[src/rtl/sgw_pkg.sv]
package sgw_pkg;
    localparam int WORD_W     = 32;
    localparam int DESC_BYTES = 8;
    localparam int WORD_BYTES = WORD_W / 8;
    localparam int LAST_BIT   = 31;

    typedef enum logic [2:0] {
        SG_IDLE,
        SG_LEN_REQ,
        SG_LEN_WAIT,
        SG_ADR_REQ,
        SG_ADR_WAIT,
        SG_EMIT,
        SG_FINISH
    } sg_state_e;
endpackage

[src/rtl/sgw_addr_gen.sv]
module sgw_addr_gen #(
    parameter int ADDR_W = 32,
    parameter int IDX_W  = 6
) (
    input  logic [ADDR_W-1:0] base,
    input  logic [IDX_W-1:0]  idx,
    input  logic              word_sel,
    output logic [ADDR_W-1:0] word_addr
);
    localparam int STRIDE_SH = $clog2(sgw_pkg::DESC_BYTES);

    logic [ADDR_W-1:0] entry_off;
    logic [ADDR_W-1:0] word_off;

    always_comb begin
        entry_off = ADDR_W'(idx) << STRIDE_SH;
        word_off  = word_sel ? ADDR_W'(sgw_pkg::WORD_BYTES) : '0;
        word_addr = base + entry_off + word_off;
    end
endmodule

[src/rtl/sgw_word_unpack.sv]
module sgw_word_unpack #(
    parameter int ADDR_W      = 32,
    parameter int LEN_W       = 28,
    parameter int KEEP_ADDR_W = 31
) (
    input  logic [sgw_pkg::WORD_W-1:0] len_word,
    input  logic [sgw_pkg::WORD_W-1:0] adr_word,
    output logic [LEN_W-1:0]           byte_len,
    output logic                       is_last,
    output logic [ADDR_W-1:0]          byte_addr
);
    assign byte_len = len_word[LEN_W-1:0];
    assign is_last  = len_word[sgw_pkg::LAST_BIT];

    generate
        if (KEEP_ADDR_W >= ADDR_W) begin : g_addr_full
            assign byte_addr = adr_word[ADDR_W-1:0];
        end else begin : g_addr_trim
            assign byte_addr = {{(ADDR_W-KEEP_ADDR_W){1'b0}}, adr_word[KEEP_ADDR_W-1:0]};
        end
    endgenerate
endmodule

[src/rtl/sg_list_walker.sv]
module sg_list_walker #(
    parameter int MAX_ENTRIES = 32,
    parameter int ADDR_W      = 32,
    parameter int LEN_W       = 28,
    parameter int KEEP_ADDR_W = 31,
    localparam int CNT_W      = $clog2(MAX_ENTRIES + 1)
) (
    input  logic                       clk,
    input  logic                       rst_n,
    input  logic                       start,
    input  logic [ADDR_W-1:0]          list_base,
    output logic                       rd_req,
    output logic [ADDR_W-1:0]          rd_addr,
    input  logic                       rd_ready,
    input  logic                       rd_valid,
    input  logic [sgw_pkg::WORD_W-1:0] rd_data,
    output logic                       seg_valid,
    input  logic                       seg_ready,
    output logic [ADDR_W-1:0]          seg_addr,
    output logic [LEN_W-1:0]           seg_len,
    output logic                       seg_last,
    output logic                       busy,
    output logic                       walk_done,
    output logic                       limit_err,
    output logic [CNT_W-1:0]           seg_count
);
    import sgw_pkg::*;

    localparam logic [CNT_W-1:0] CNT_LIMIT = CNT_W'(MAX_ENTRIES);

    typedef struct packed {
        sg_state_e         state;
        logic [ADDR_W-1:0] base;
        logic [CNT_W-1:0]  cnt;
        logic [WORD_W-1:0] len_raw;
        logic [WORD_W-1:0] adr_raw;
        logic              err;
    } walk_regs_t;

    walk_regs_t r_q, r_d;
    logic [CNT_W-1:0] cnt_inc;
    logic             cur_last;

    sgw_addr_gen #(.ADDR_W(ADDR_W), .IDX_W(CNT_W)) u_addr (
        .base      (r_q.base),
        .idx       (r_q.cnt),
        .word_sel  (r_q.state == SG_ADR_REQ),
        .word_addr (rd_addr)
    );

    sgw_word_unpack #(.ADDR_W(ADDR_W), .LEN_W(LEN_W), .KEEP_ADDR_W(KEEP_ADDR_W)) u_unpack (
        .len_word  (r_q.len_raw),
        .adr_word  (r_q.adr_raw),
        .byte_len  (seg_len),
        .is_last   (cur_last),
        .byte_addr (seg_addr)
    );

    always_comb begin
        r_d     = r_q;
        cnt_inc = r_q.cnt + CNT_W'(1);
        unique case (r_q.state)
            SG_IDLE: begin
                if (start) begin
                    r_d.base  = list_base;
                    r_d.cnt   = '0;
                    r_d.err   = 1'b0;
                    r_d.state = SG_LEN_REQ;
                end
            end
            SG_LEN_REQ: begin
                if (rd_ready) r_d.state = SG_LEN_WAIT;
            end
            SG_LEN_WAIT: begin
                if (rd_valid) begin
                    r_d.len_raw = rd_data;
                    r_d.state   = SG_ADR_REQ;
                end
            end
            SG_ADR_REQ: begin
                if (rd_ready) r_d.state = SG_ADR_WAIT;
            end
            SG_ADR_WAIT: begin
                if (rd_valid) begin
                    r_d.adr_raw = rd_data;
                    r_d.state   = SG_EMIT;
                end
            end
            SG_EMIT: begin
                if (seg_ready) begin
                    r_d.cnt = cnt_inc;
                    if (cur_last) begin
                        r_d.state = SG_FINISH;
                    end else if (cnt_inc == CNT_LIMIT) begin
                        r_d.err   = 1'b1;
                        r_d.state = SG_FINISH;
                    end else begin
                        r_d.state = SG_LEN_REQ;
                    end
                end
            end
            SG_FINISH: r_d.state = SG_IDLE;
            default:   r_d.state = SG_IDLE;
        endcase
    end

    always_ff @(posedge clk or negedge rst_n) begin
        if (!rst_n) begin
            r_q <= '{state: SG_IDLE, base: '0, cnt: '0, len_raw: '0, adr_raw: '0, err: 1'b0};
        end else begin
            r_q <= r_d;
        end
    end

    assign rd_req    = (r_q.state == SG_LEN_REQ) || (r_q.state == SG_ADR_REQ);
    assign seg_valid = (r_q.state == SG_EMIT);
    assign seg_last  = cur_last;
    assign busy      = (r_q.state != SG_IDLE);
    assign walk_done = (r_q.state == SG_FINISH);
    assign limit_err = r_q.err;
    assign seg_count = r_q.cnt;


    seg_hold_chk: assert property (@(posedge clk) disable iff (!rst_n)
        seg_valid && !seg_ready |=> seg_valid && $stable(seg_addr) && $stable(seg_len) && $stable(seg_last));


    rd_hold_chk: assert property (@(posedge clk) disable iff (!rst_n)
        rd_req && !rd_ready |=> rd_req && $stable(rd_addr));


    done_pulse_chk: assert property (@(posedge clk) disable iff (!rst_n)
        walk_done |=> !walk_done);


    done_after_seg_chk: assert property (@(posedge clk) disable iff (!rst_n)
        walk_done |-> $past(seg_valid && seg_ready));


    last_ends_walk_chk: assert property (@(posedge clk) disable iff (!rst_n)
        seg_valid && seg_ready && seg_last |=> walk_done && !limit_err);


    count_bound_chk: assert property (@(posedge clk) disable iff (!rst_n)
        seg_count <= CNT_LIMIT);
endmodule

[config.mk]
export PLATFORM = sky130hd
export DESIGN_NAME = sg_list_walker
export DESIGN_NICKNAME = d
export VERILOG_FILES = /design/src/rtl/sgw_pkg.sv /design/src/rtl/sgw_addr_gen.sv /design/src/rtl/sgw_word_unpack.sv /design/src/rtl/sg_list_walker.sv
export SDC_FILE = /design/constraint.sdc
export NUM_CORES = 1
export LEC_CHECK = 0
export BUFFER_PORTS_ARGS = -buffer_cell sky130_fd_sc_hd__buf_2
export CAP_MARGIN = 20
export CORE_MARGIN = 8
export CORE_UTILIZATION = 35
export DETAILED_ROUTE_END_ITERATION = 12
export GPL_TIMING_DRIVEN = 0
export SYNTH_ARGS = -nofsm -noshare
export SYNTH_HDL_FRONTEND = slang
export SYNTH_SLANG_ARGS = --single-unit
[constraint.sdc]
create_clock -name clk -period 7.9 [get_ports clk]
set_input_delay 0.79 -clock clk [delete_from_list [all_inputs] [get_ports clk]]
set_output_delay 0.79 -clock clk [all_outputs]
set_load 0.05 [all_outputs]
### Word level (Yosys, flattened, before mapping)

Cells that the tools add are included.

| storage, ports and cells | value |
|---|---|
| bits in registers | 105 |
| output and inout port bits | 104 |
| input bits | 70 |

| cells by class | value |
|---|---|
| multiplexer cells | 17 |
| eq/ne operators | 15 |
| reduce and logical (&&, ||, !) cells | 10 |
| $add $sub $neg | 3 |

Operators with widths:

| kind | number |
|---|---|
| two-way mux 41 bit | 1 |
| adder 32 x 3 -> 32 bit | 1 |
| adder 32 x 9 -> 32 bit | 1 |
| two-way mux 3 bit | 8 |
| one-hot mux 3 bit (6 select lines) | 1 |
| inequality test 2 bit (second input constant) | 6 |
| one-hot mux 6 bit (2 select lines) | 1 |
| equality test 3 bit (second input constant) | 3 |
| adder 6 x 1 -> 6 bit (second input constant) | 1 |
| equality test 3 x 2 -> 1 bit (second input constant) | 2 |
| equality test 6 bit (second input constant) | 1 |
| two-way mux 6 bit | 1 |
| AND reduction 2 bit | 3 |
| AND reduction 6 bit | 1 |
| AND reduction 5 bit | 1 |
| two-way mux 1 bit | 4 |
| inequality test 2 x 1 -> 1 bit (second input constant) | 2 |
| equality test 3 x 1 -> 1 bit (second input constant) | 1 |
| logical NOT 3 bit | 1 |
| AND reduction 3 bit | 1 |
| nonzero test 3 bit | 1 |
| one-hot mux 1 bit (2 select lines) | 1 |
| nonzero test 2 bit | 1 |
| logical OR 1 bit | 1 |

### Longest topological paths before layout

Gate-level depths: netlist (run 1).

| depth | value |
|---|---|
| word-level depth | 6 |
| gate-level depth with buffers | 11 |

### Modules after synthesis

A second synthesis (run 1) with hierarchy kept.

| second synthesis, totals | value |
|---|---|
| cells, all modules | 443 |
| area total of the unflattened synthesis | 5436.5 µm² |

Modules (own cells, without submodules):

| module | instances | seq. area each (µm²) | area an instance (µm²) | cells an instance |
|---|---|---|---|---|
| sg_list_walker | 1 | 2652.5 | 4235.3 | 276 |
| sgw_addr_gen | 1 | 0.0 | 739.5 | 105 |
| sgw_word_unpack | 1 | 0.0 | 461.7 | 62 |

### Worst setup path before layout (run 1)

OpenSTA, ideal clock, no wires.

| timing | value |
|---|---|
| path type | flip-flop to output port |
| from | register r_q[103] (netlist name) |
| to | output rd_addr[18] |
| buffers on the path | 2 |
| path slack | 3235 ps |
| data required time | 7110 ps |
| cell stages (with the launch flop) | 12 |
| data arrival time | 3875 ps |
| cells stage by stage | dfrtp_1 buf_2 nor2b_1 and2_1 ha_1 inv_1 fa_1 nand2b_1 a21o_1 clkbuf_1 a2111oi_2 xor2_1 |

| between the ends | value |
|---|---|
| word-level cells in the longest chain between the ends | 3 |

Ends and longest elaborated chain:

| item | line | RTL |
|---|---|---|
| start, declared | sg_list_walker.sv:40 | `walk_regs_t r_q, r_d;` |
| start signal, assigned | sg_list_walker.sv:109 | `r_q <= '{state: SG_IDLE, base: '0, cnt: '0, len_raw: '0, adr_raw: '0, err: 1'b0};` |
| start signal, assigned | sg_list_walker.sv:111 | `r_q <= r_d;` |
| equality test 3 x 2 -> 1 bit | sg_list_walker.sv:47 | `.word_sel (r_q.state == SG_ADR_REQ),` |
| two-way mux 3 bit | sgw_addr_gen.sv:17 | `word_off = word_sel ? ADDR_W'(sgw_pkg::WORD_BYTES) : '0;` |
| adder 32 x 3 -> 32 bit | sgw_addr_gen.sv:18 | `word_addr = base + entry_off + word_off;` |
| end, declared | sg_list_walker.sv:13 | `output logic [ADDR_W-1:0] rd_addr,` |

No other way between the ends.

### Final worst setup path (run 1)

Same ends and word-level chain as after synthesis.

==> results of run 1 <==
==> metrics by stage <==
stage	instances	hold WS, ps	worst slack, ps	power (W)	utilization
after floorplan	464	459	3240	0.00258	-
after global placement	847	468	3880	0.00299	0.433
after detailed placement	848	476	3860	0.00302	0.435
after CTS	864	492	3440	0.00352	0.456
after global routing	864	507	3190	0.00368	0.456
final	864	486	3490	0.00347	0.456
==> worst max-delay path, delay by kind of cell (launching register included) <==
family,cells,cell delay (ps)
xor gates and xnor gates,1,170
buffers and inverters,4,840
adders and majority gates,2,610
DFF,1,460
and+or+nand+nor,3,620
AOI/OAI and AO/OA,2,570
==> worst max-delay path by stage <==
stage              from          end  slack (ps)  depth (start not counted)
2_1_floorplan  r_q[103]  rd_addr[18]        3240                         11
3_3_place_gp   r_q[103]  rd_addr[18]        3880                         12
3_5_place_dp   r_q[103]  rd_addr[18]        3860                         12
4_1_cts        r_q[103]  rd_addr[18]        3440                         12
5_1_grt        r_q[103]  rd_addr[26]        3190                         12
6_report       r_q[103]  rd_addr[18]        3490                         12
==> flip-flops by register name, indices dropped and copies added, names as in the netlist <==
register   count
limit_err      1
r_q           95
seg_count      6
==> cell usage after synthesis, drive strengths merged, types with 2 or more instances <==
| library cell | count | area (um^2) |
|---|---|---|
| a211oi | 10 | 75.1 |
| xor2 | 19 | 166 |
| nand2b | 4 | 25.0 |
| o2111ai | 2 | 35.0 |
| o31ai | 2 | 15.0 |
| o211ai | 3 | 22.5 |
| ha | 8 | 100 |
| a21o | 3 | 22.5 |
| a2111oi | 8 | 114 |
| and3 | 2 | 12.5 |
| nand2 | 21 | 78.8 |
| buf | 83 | 591 |
| nor3 | 3 | 15.0 |
| nand4 | 6 | 37.5 |
| inv | 11 | 41.3 |
| nor2 | 9 | 33.8 |
| mux2 | 89 | 1000 |
| o21a | 4 | 30.0 |
| dfrtp | 102 | 2550 |
| and4 | 4 | 37.5 |
| and2 | 3 | 18.8 |
| nor4b | 2 | 30.0 |
| a31oi | 2 | 12.5 |
| xnor2 | 8 | 70.1 |
| or3b | 2 | 17.5 |
| a21oi | 14 | 73.8 |
| clkbuf | 4 | 16.3 |
| nand3 | 7 | 35.0 |
| o21ai | 14 | 70.1 |
==> kinds of logic after synthesis <==
family / count (synthesis)
AO/OA/AOI/OAI: 69
XOR/XNOR: 27
adder cells (fa/ha/maj): 9
buffers and inverters: 98
flip-flops: 102
multiplexers: 90
other: 1
AND/OR/NAND/NOR: 68
==> layer usage <==
layer  vias to the layer above  global-route usage
met3                        15              0.0466
met5                         -                   0
met2                       149               0.215
met4                         2              0.0469
li1                       1957                   -
met1                      1951               0.178
==> final cells by class <==
type                       count  area share
inverter                      11     0.00593
sequential                   102       0.366
clock buffer                   9      0.0323
timing repair buffer         173       0.127
tap                          211      0.0379
clock inverter                 7      0.0149
buffer                        87      0.0871
multi-input combinational    264       0.329
==> layout by cell type, fill, tap and decap left out, types with 4 or more instances in the layout <==
cell,count
buf_2,184
dfrtp_1,102
mux2_2,84
buf_4,71
nand2_1,21
xor2_1,19
o21ai_0,14
a21oi_1,13
inv_1,10
a211oi_1,10
nor2_1,9
clkbuf_16,9
xnor2_1,8
ha_1,8
nand3_1,7
a2111oi_2,7
nand4_1,6
mux2_1,5
o21a_1,4
nand2b_1,4
==> power breakdown <==
group	total, W	leakage (nW)	switching (W)	internal (W)
clock	0.000490	0.155	0.000208	0.000282
sequential	0.000937	1.25	0.000170	0.000767
combinational	0.00205	1.96	0.00135	0.000692
total	0.00347	3.36	0.00173	0.00174
==> run metrics, run 1 <==
status=completed; crit path kind=reg -> out; FMAX=~0.23 GHz; Max Cap Viol=0; R2R Path End=r_q[85]; DR vias/cell=around 4.7; Cell Area, Synth=0.00549 mm^2; worst r2r path cells=6; Detailed Place HPWL=approximately 11000 um; Post-CTS Setup Bufs=0; critical path endpoint category=primary output; CTS Sinks=about 100; via count=4074; pin count of the biggest net entering global routing=66; worst r2r src=r_q[105]; number of synthesized flops with an enable pin=0; DRC Markers=0; IO Count=about 170; first-pass GRT wire length=roughly 22000 um; WL final=about 14000 um; placer congestion estimate=0.841; register area=approximately 0.0026 mm^2; number of global-route vias before repair=~4400; met3 routed wirelength=between 1000 and 1500 um; Initial Util=0.360; fin crit period=4410 ps; cell mode on critical path=buf_2; Area growth, synth to finish=26.9%; distinct cell type count after synthesis=between 50 and 60; final setup violation count=0; Yosys reg bits=102; Max Root-Sink Buffers=2; largest family of logic cells by synthesized area=multiplexers; die area=~0.020 mm^2; sequential fraction of the synthesis area=0.465; fraction of the mapped netlist area in simple logic gates=0.0700; fin area=about 0.0070 mm^2; Syn Nets=roughly 540; synth warn=0; hold path cells=1; max_slew headroom=0.441; final global-route overflow total=0; drt initial violations=between 100 and 150; multi-input logic area=between 0.002 and 0.0025 mm^2; worst vdd rail ir drop=0.280 mV; WL per Instance=15.9 um; num rows=45; Hold Path Origin=r_q[42]; Port Buffers=~170; Routed Antenna Nets=0; Mapped Cells=around 460; Least-Margin Pin Slew=between 800 and 900 ps; Hold Path Sink=r_q[42]; Clock transition at path regs=approximately 70 ps; Slew Limit Fails=0; met2 wire length=6000 um; synthesized-area fraction occupied by adder cells=0.0219; CTS root buf=clkbuf_16; PwrDens=approximately 500 mW/mm^2; multiplexer area fraction after synthesis=0.184; die width=about 140 um; initial antenna violation count=1; RSZ-0062 raised after global routing=false; crit path cell chain=buf_2, nor2b_1, and2_1, ha_1, inv_1, fa_1, nand2b_1, a21o_1, clkbuf_1, a2111oi_2, xor2_1, buf_2; Leakage=roughly 3.4 nW; CTS tree=built; Post-Route M1 WL=between 6000 and 7000 um; placement-stage cell area=~0.0066 mm^2; xor and xnor area share after synthesis=0.0431; ANT cells=0; post-cts resize count=0; Worst Clk Skew=around 4.3 ps; CP max stage delay=460 ps; # fillers=1453; r2r setup slk=just under 6000 ps; highest routing layer actually used=met5; overall die height=141 um; Slowest-stage cell, CP=dfrtp_1; Critical Path Source Type=flip-flop; post-synthesis compound-gate area fraction=0.0969; clk_lat worst skew=~340 ps; Hold-fix buffers, CTS=0; Hold Crit Class=reg -> reg; ys flop type=dfrtp_1; syn avg cell area=approximately 12 um^2; final hold violation count=0; TritonRoute pass-1 iters=4; core box area=around 0.015 mm^2; share of cells above drive strength 1=0.567; CP arrival=approximately 3600 ps; All-Layer GR Usage=0.139; setup TNS=0 ps; Worst Path Max Fanout=10; Num CTS Buffers=9; Max H-tree Level=3; Post-synth ARST share=1.00; final worst-path cycle share=0.558; CP required=roughly 7100 ps; Layout Nets=approximately 730
Note: power is estimated with default switching activity, not from simulation.
==> run 2: changes to the inputs <==
Clock period 7.9 ns to 4.25 ns, I/O delays scaled along.
==> run 2 against run 1 <==
Against the previous run:
- setup slack got worse by 3200 ps
- clock power increased by 61%
- sequential share of layout area increased by 0.17 points
- critical path type unchanged
- highest routed layer is now met4
==> run metrics, run 2 (same netlist as run 1, synthesis figures left out) <==
pin count of the biggest net entering global routing=55 (was 66); IO Count=174 (unchanged); placer congestion estimate=0.859 (was 0.841); worst setup margin=307 ps (was 3490 ps); Routed Antenna Nets=0 (unchanged); Post-CTS Setup Bufs=0 (unchanged); WL per Instance=15.9 um (about the same); number of global-route vias before repair=4258 (was 4358); DRC Markers=0 (unchanged); Port Buffers=172 (unchanged); Hold Crit Class=in -> async (was reg -> reg); Max Root-Sink Buffers=2 (unchanged); WL final=13700 um (about the same); Area growth, synth to finish=26.3% (was 26.9%); Layout Nets=727 (unchanged); WP buf/inv=4 (unchanged); die area=0.0199 mm^2 (unchanged); via count=4113 (was 4074); most common cell after layout, fill and taps aside=buf_2 (unchanged); die width=141 um (unchanged); Leakage=3.34 nW (was 3.36 nW); Least-Margin Pin Slew=742 ps (was 838 ps); max_slew headroom=0.505 (was 0.441); RSZ-0062 raised after global routing=false (unchanged); core box area=0.0153 mm^2 (unchanged); Worst Path Max Fanout=10 (unchanged); DR vias/cell=4.75 (was 4.72); Place WS=673 ps (was 3860 ps); FMAX=about 0.25 GHz; Slowest-stage cell, CP=dfrtp_1 (unchanged); share of cells above drive strength 1=0.568 (was 0.567); Max Cap Viol=0 (unchanged); CP max stage delay=440 ps (was 460 ps); drt initial violations=187 (was 110); num rows=45 (unchanged); Worst Clk Skew=5.69 ps (was 4.34 ps); Slew Limit Fails=0 (unchanged); CTS tree=built (unchanged); clk_lat worst skew=350 ps (was 340 ps); first-pass GRT wire length=22200 um (was 22300 um); final worst-path cycle share=0.928; All-Layer GR Usage=0.139 (about the same); Clock transition at path regs=70 ps (about the same); Final Non-Filler Cells=865 (was 864); # fillers=1439 (was 1453); Detailed Place HPWL=10800 um (was 10700 um); worst vdd rail ir drop=0.541 mV (was 0.280 mV); delay-heaviest family, CP=buffers and inverters (unchanged); commonest non-fill, non-tap cells in the layout=buf_2, dfrtp_1, mux2_2 (unchanged); Critical Path Source Type=flip-flop (unchanged); dpl cells=848 (unchanged); final setup violation count=0 (unchanged); CP arrival=3520 ps (was 3620 ps); crit path cell chain=buf_2, nor2b_2, and2_1, ha_1, inv_1, fa_1, nand2b_1, a21o_1, clkbuf_1, a211oi_1, xor2_1, buf_2 (was buf_2, nor2b_1, and2_1, ha_1, inv_1, fa_1, nand2b_1, a21o_1, clkbuf_1, a2111oi_2, xor2_1, buf_2); final hold violation count=0 (unchanged); critical path endpoint category=primary output (unchanged); Reg with most FFs=r_q (unchanged); PwrDens=916 mW/mm^2 (was 499 mW/mm^2); CTS root buf=clkbuf_16 (unchanged); CTS Sinks=102 (unchanged); final global-route overflow total=0 (unchanged); Max H-tree Level=3 (unchanged); CP required=3830 ps (was 7110 ps); max reg flops=95 (unchanged); cell mode on critical path=buf_2 (unchanged); overall die height=141 um (unchanged); Hold-fix buffers, CTS=0 (unchanged); TritonRoute pass-1 iters=5 (was 4); status=completed (unchanged); setup TNS=0 ps (unchanged); Num CTS Buffers=9 (unchanged); crit path kind=reg -> out (unchanged); Initial Util=0.360 (unchanged); initial antenna violation count=0 (was 1); fin crit period=3940 ps
-- run 2: worst paths after layout --
| check | start | endpoint | slack [ps] | cells past startpoint |
|---|---|---|---|---|
| max | r_q[103] | rd_addr[24] | 310 | 12 |
| min | rst_n | r_q[33] | 140 | 1 |
| max reg2reg | r_q[105] | r_q[74] | 2160 | 6 |
| min reg2reg | r_q[42] | r_q[42] | 490 | 1 |
| max in group asynchronous | rst_n | r_q[30] | 3430 | 2 |
| min in group clk | list_base[14] | r_q[85] | 290 | 3 |
-- run 2: metal layers --
layer | track usage | part of all wire | wire (um) | vias up
met1 | 0.176 | 0.45 | 6130 | 1980
met2 | 0.216 | 0.45 | 6150 | 164
met5 | 0 | 0 | 0 | -
li1 | - | - | - | 1956
met4 | 0.0532 | 0.014 | 186 | 0
met3 | 0.0473 | 0.093 | 1280 | 13
-- run 2: metrics by stage --
step / utilization / area [um^2] / power (W) / hold slack [ps]
global route: 0.454 / 6930 / 0.00672 / 199
CTS: 0.454 / 6930 / 0.00643 / 167
global placement: 0.434 / 6620 / 0.00556 / 469
detailed placement: 0.436 / 6650 / 0.00561 / 478
finish: 0.454 / 6930 / 0.00635 / 139
floorplan: - / 5490 / 0.00479 / 129
-- run 2: repair_timing --
action                                 4_1_cts  5_1_grt
setup endpoints to repair                    0        1
resized for setup                            0        1
endpoints found under the hold margin        0        0
-- run 2: area by class of cell --
cell class / instances / area (um^2) / share of cell area
sequential: 102 / 2550 / 0.368
inverter: 11 / 41.3 / 0.00596
clock buffer: 9 / 225 / 0.0325
buffer: 87 / 607 / 0.0875
clock inverter: 7 / 56.3 / 0.00812
multi-input combinational: 264 / 2290 / 0.330
tap: 211 / 264 / 0.0381
timing repair buffer: 173 / 893 / 0.129
antenna: 1 / 2.50 / 0.000361
-- run 2: worst reg2reg max path, cell delays in order, from the launching register on --
cell      delay [ps]
dfrtp_1          370
buf_2            180
nor4b_2          380
buf_2            340
clkbuf_1         490
nand2_1          130
o21ai_0          110
-- run 2: where the power goes --
part / switching [W] / internal (W) / leakage, nW
Combinational: 0.00253 / 0.00129 / 1.96
Sequential: 0.000320 / 0.00143 / 1.25
Clock: 0.000383 / 0.000404 / 0.130
==> run 3: changes to the inputs <==
Settings changed: CORE_ASPECT_RATIO set to 1.4.
==> run 3 against run 2 <==
Against the previous run:
- first-iteration DRC count increased by 21%
- fmax decreased by 0.28%
- global-route usage increased by 0.059 points
- critical endpoint is now rd_addr[22]
- critical path depth unchanged
- largest power group unchanged
- highest routed layer unchanged
- routed wire length increased by 0.72%
==> run metrics, run 3 (same netlist as run 1, synthesis figures left out) <==
DR vias/cell=4.86 (was 4.75); most common cell after layout, fill and taps aside=buf_2 (unchanged); WL final=13800 um (was 13700 um); Critical Path Source Type=flip-flop (unchanged); first-pass GRT wire length=22400 um (was 22200 um); core box area=0.0155 mm^2 (was 0.0153 mm^2); drt initial violations=227 (was 187); CP required=3830 ps (about the same); Leakage=3.35 nW (was 3.34 nW); worst setup margin=296 ps (was 307 ps); Port Buffers=172 (unchanged); Area growth, synth to finish=26.3% (about the same); DRC Markers=0 (unchanged); PwrDens=925 mW/mm^2 (was 916 mW/mm^2); setup TNS=0 ps (unchanged); initial antenna violation count=0 (unchanged); status=completed (unchanged); ANT cells=0 (was 1); CTS Sinks=102 (unchanged); TritonRoute pass-1 iters=4 (was 5); cell mode on critical path=buf_2 (unchanged); CTS tree=built (unchanged); FMAX=0.253 GHz (was 0.254 GHz); crit path cell chain=buf_2, nor2b_2, and2_1, ha_1, inv_1, fa_1, nand2b_1, a21o_1, clkbuf_1, a211oi_1, xor2_1, buf_2 (unchanged); All-Layer GR Usage=0.140 (was 0.139); overall die height=164 um (was 141 um); Worst Path Max Fanout=10 (unchanged); max reg flops=95 (unchanged); Max Cap Viol=0 (unchanged); Detailed Place HPWL=10900 um (was 10800 um); final setup violation count=0 (unchanged); Routed Antenna Nets=0 (unchanged); final global-route overflow total=0 (unchanged); critical path endpoint category=primary output (unchanged); Slew Limit Fails=0 (unchanged); crit path kind=reg -> out (unchanged); Slowest-stage cell, CP=dfrtp_1 (unchanged); pin count of the biggest net entering global routing=55 (unchanged); Worst Clk Skew=6.72 ps (was 5.69 ps); Layout Nets=727 (unchanged); final worst-path cycle share=0.930 (was 0.928); post-cts resize count=0 (unchanged); CTS root buf=clkbuf_16 (unchanged); Place WS=629 ps (was 673 ps); IO Count=174 (unchanged); num rows=54 (was 45); die width=122 um (was 141 um); die area=0.0200 mm^2 (was 0.0199 mm^2); Max H-tree Level=3 (unchanged); Clock transition at path regs=70 ps (about the same); Post-CTS Setup Bufs=0 (unchanged); final hold violation count=0 (unchanged); placer congestion estimate=0.868 (was 0.859); Least-Margin Pin Slew=742 ps (about the same); worst vdd rail ir drop=0.536 mV (was 0.541 mV); fin crit period=3950 ps (was 3940 ps); CP arrival=3530 ps (was 3520 ps); RSZ-0062 raised after global routing=false (unchanged); WP buf/inv=4 (unchanged); Num CTS Buffers=9 (unchanged); clk_lat worst skew=340 ps (was 350 ps); Max Root-Sink Buffers=2 (unchanged); Hold-fix buffers, CTS=0 (unchanged); max_slew headroom=0.505 (about the same); delay-heaviest family, CP=buffers and inverters (unchanged); CP max stage delay=450 ps (was 440 ps); commonest non-fill, non-tap cells in the layout=buf_2, dfrtp_1, mux2_2 (unchanged); Initial Util=0.355 (was 0.360); Reg with most FFs=r_q (unchanged); Hold Crit Class=in -> async (unchanged); share of cells above drive strength 1=0.568 (unchanged); number of global-route vias before repair=4483 (was 4258); via count=4125 (was 4113); WL per Instance=16.3 um (was 15.9 um)
==> run 3: layer usage <==
metal,track usage,part of all wire,wire [um],vias up
li1,-,-,-,1945
met1,0.157,0.40,5530,2001
met2,0.244,0.49,6840,159
met3,0.0444,0.090,1250,20
met4,0.0456,0.016,218,0
met5,0,0,0,-
==> run 3: area by class of cell <==
class | instances | area, um^2
plain buffers | 87 | 607
inverters | 11 | 41.3
well taps | 196 | 245
clock buffers | 9 | 225
repair buffers | 173 | 891
multi-input cells | 264 | 2290
flip-flops and latches | 102 | 2550
clock inverters | 7 | 81.3
fillers | 1464 | 8540
==> run 3: path summary, 6_finish.rpt <==
check                               from     endpoint  slack (ps)  cells after the start
max                             r_q[103]  rd_addr[22]         300                     12
min                                rst_n      r_q[25]         150                      1
max reg2reg                     r_q[105]      r_q[81]        2170                      5
min reg2reg                      r_q[42]      r_q[42]         490                      1
max in group asynchronous          rst_n      r_q[14]        3410                      2
min in group clk           list_base[10]      r_q[81]         290                      3
==> run 3: through the flow <==
stage	hold slack, ps	cells	power [W]	utilization	area (um^2)
floorplan	129	464	0.00479	-	5490
global placement	472	832	0.00555	0.426	6600
detailed placement	476	833	0.00561	0.428	6630
CTS	173	849	0.00650	0.448	6930
global route	198	849	0.00680	0.448	6930
finish	153	849	0.00641	0.448	6930
==> run 3: power by group <==
part           internal, W  switching, W  leakage, nW
combinational      0.00129       0.00251         1.96
clock             0.000467      0.000391        0.146
sequential         0.00143      0.000326         1.25
total              0.00318       0.00323         3.35
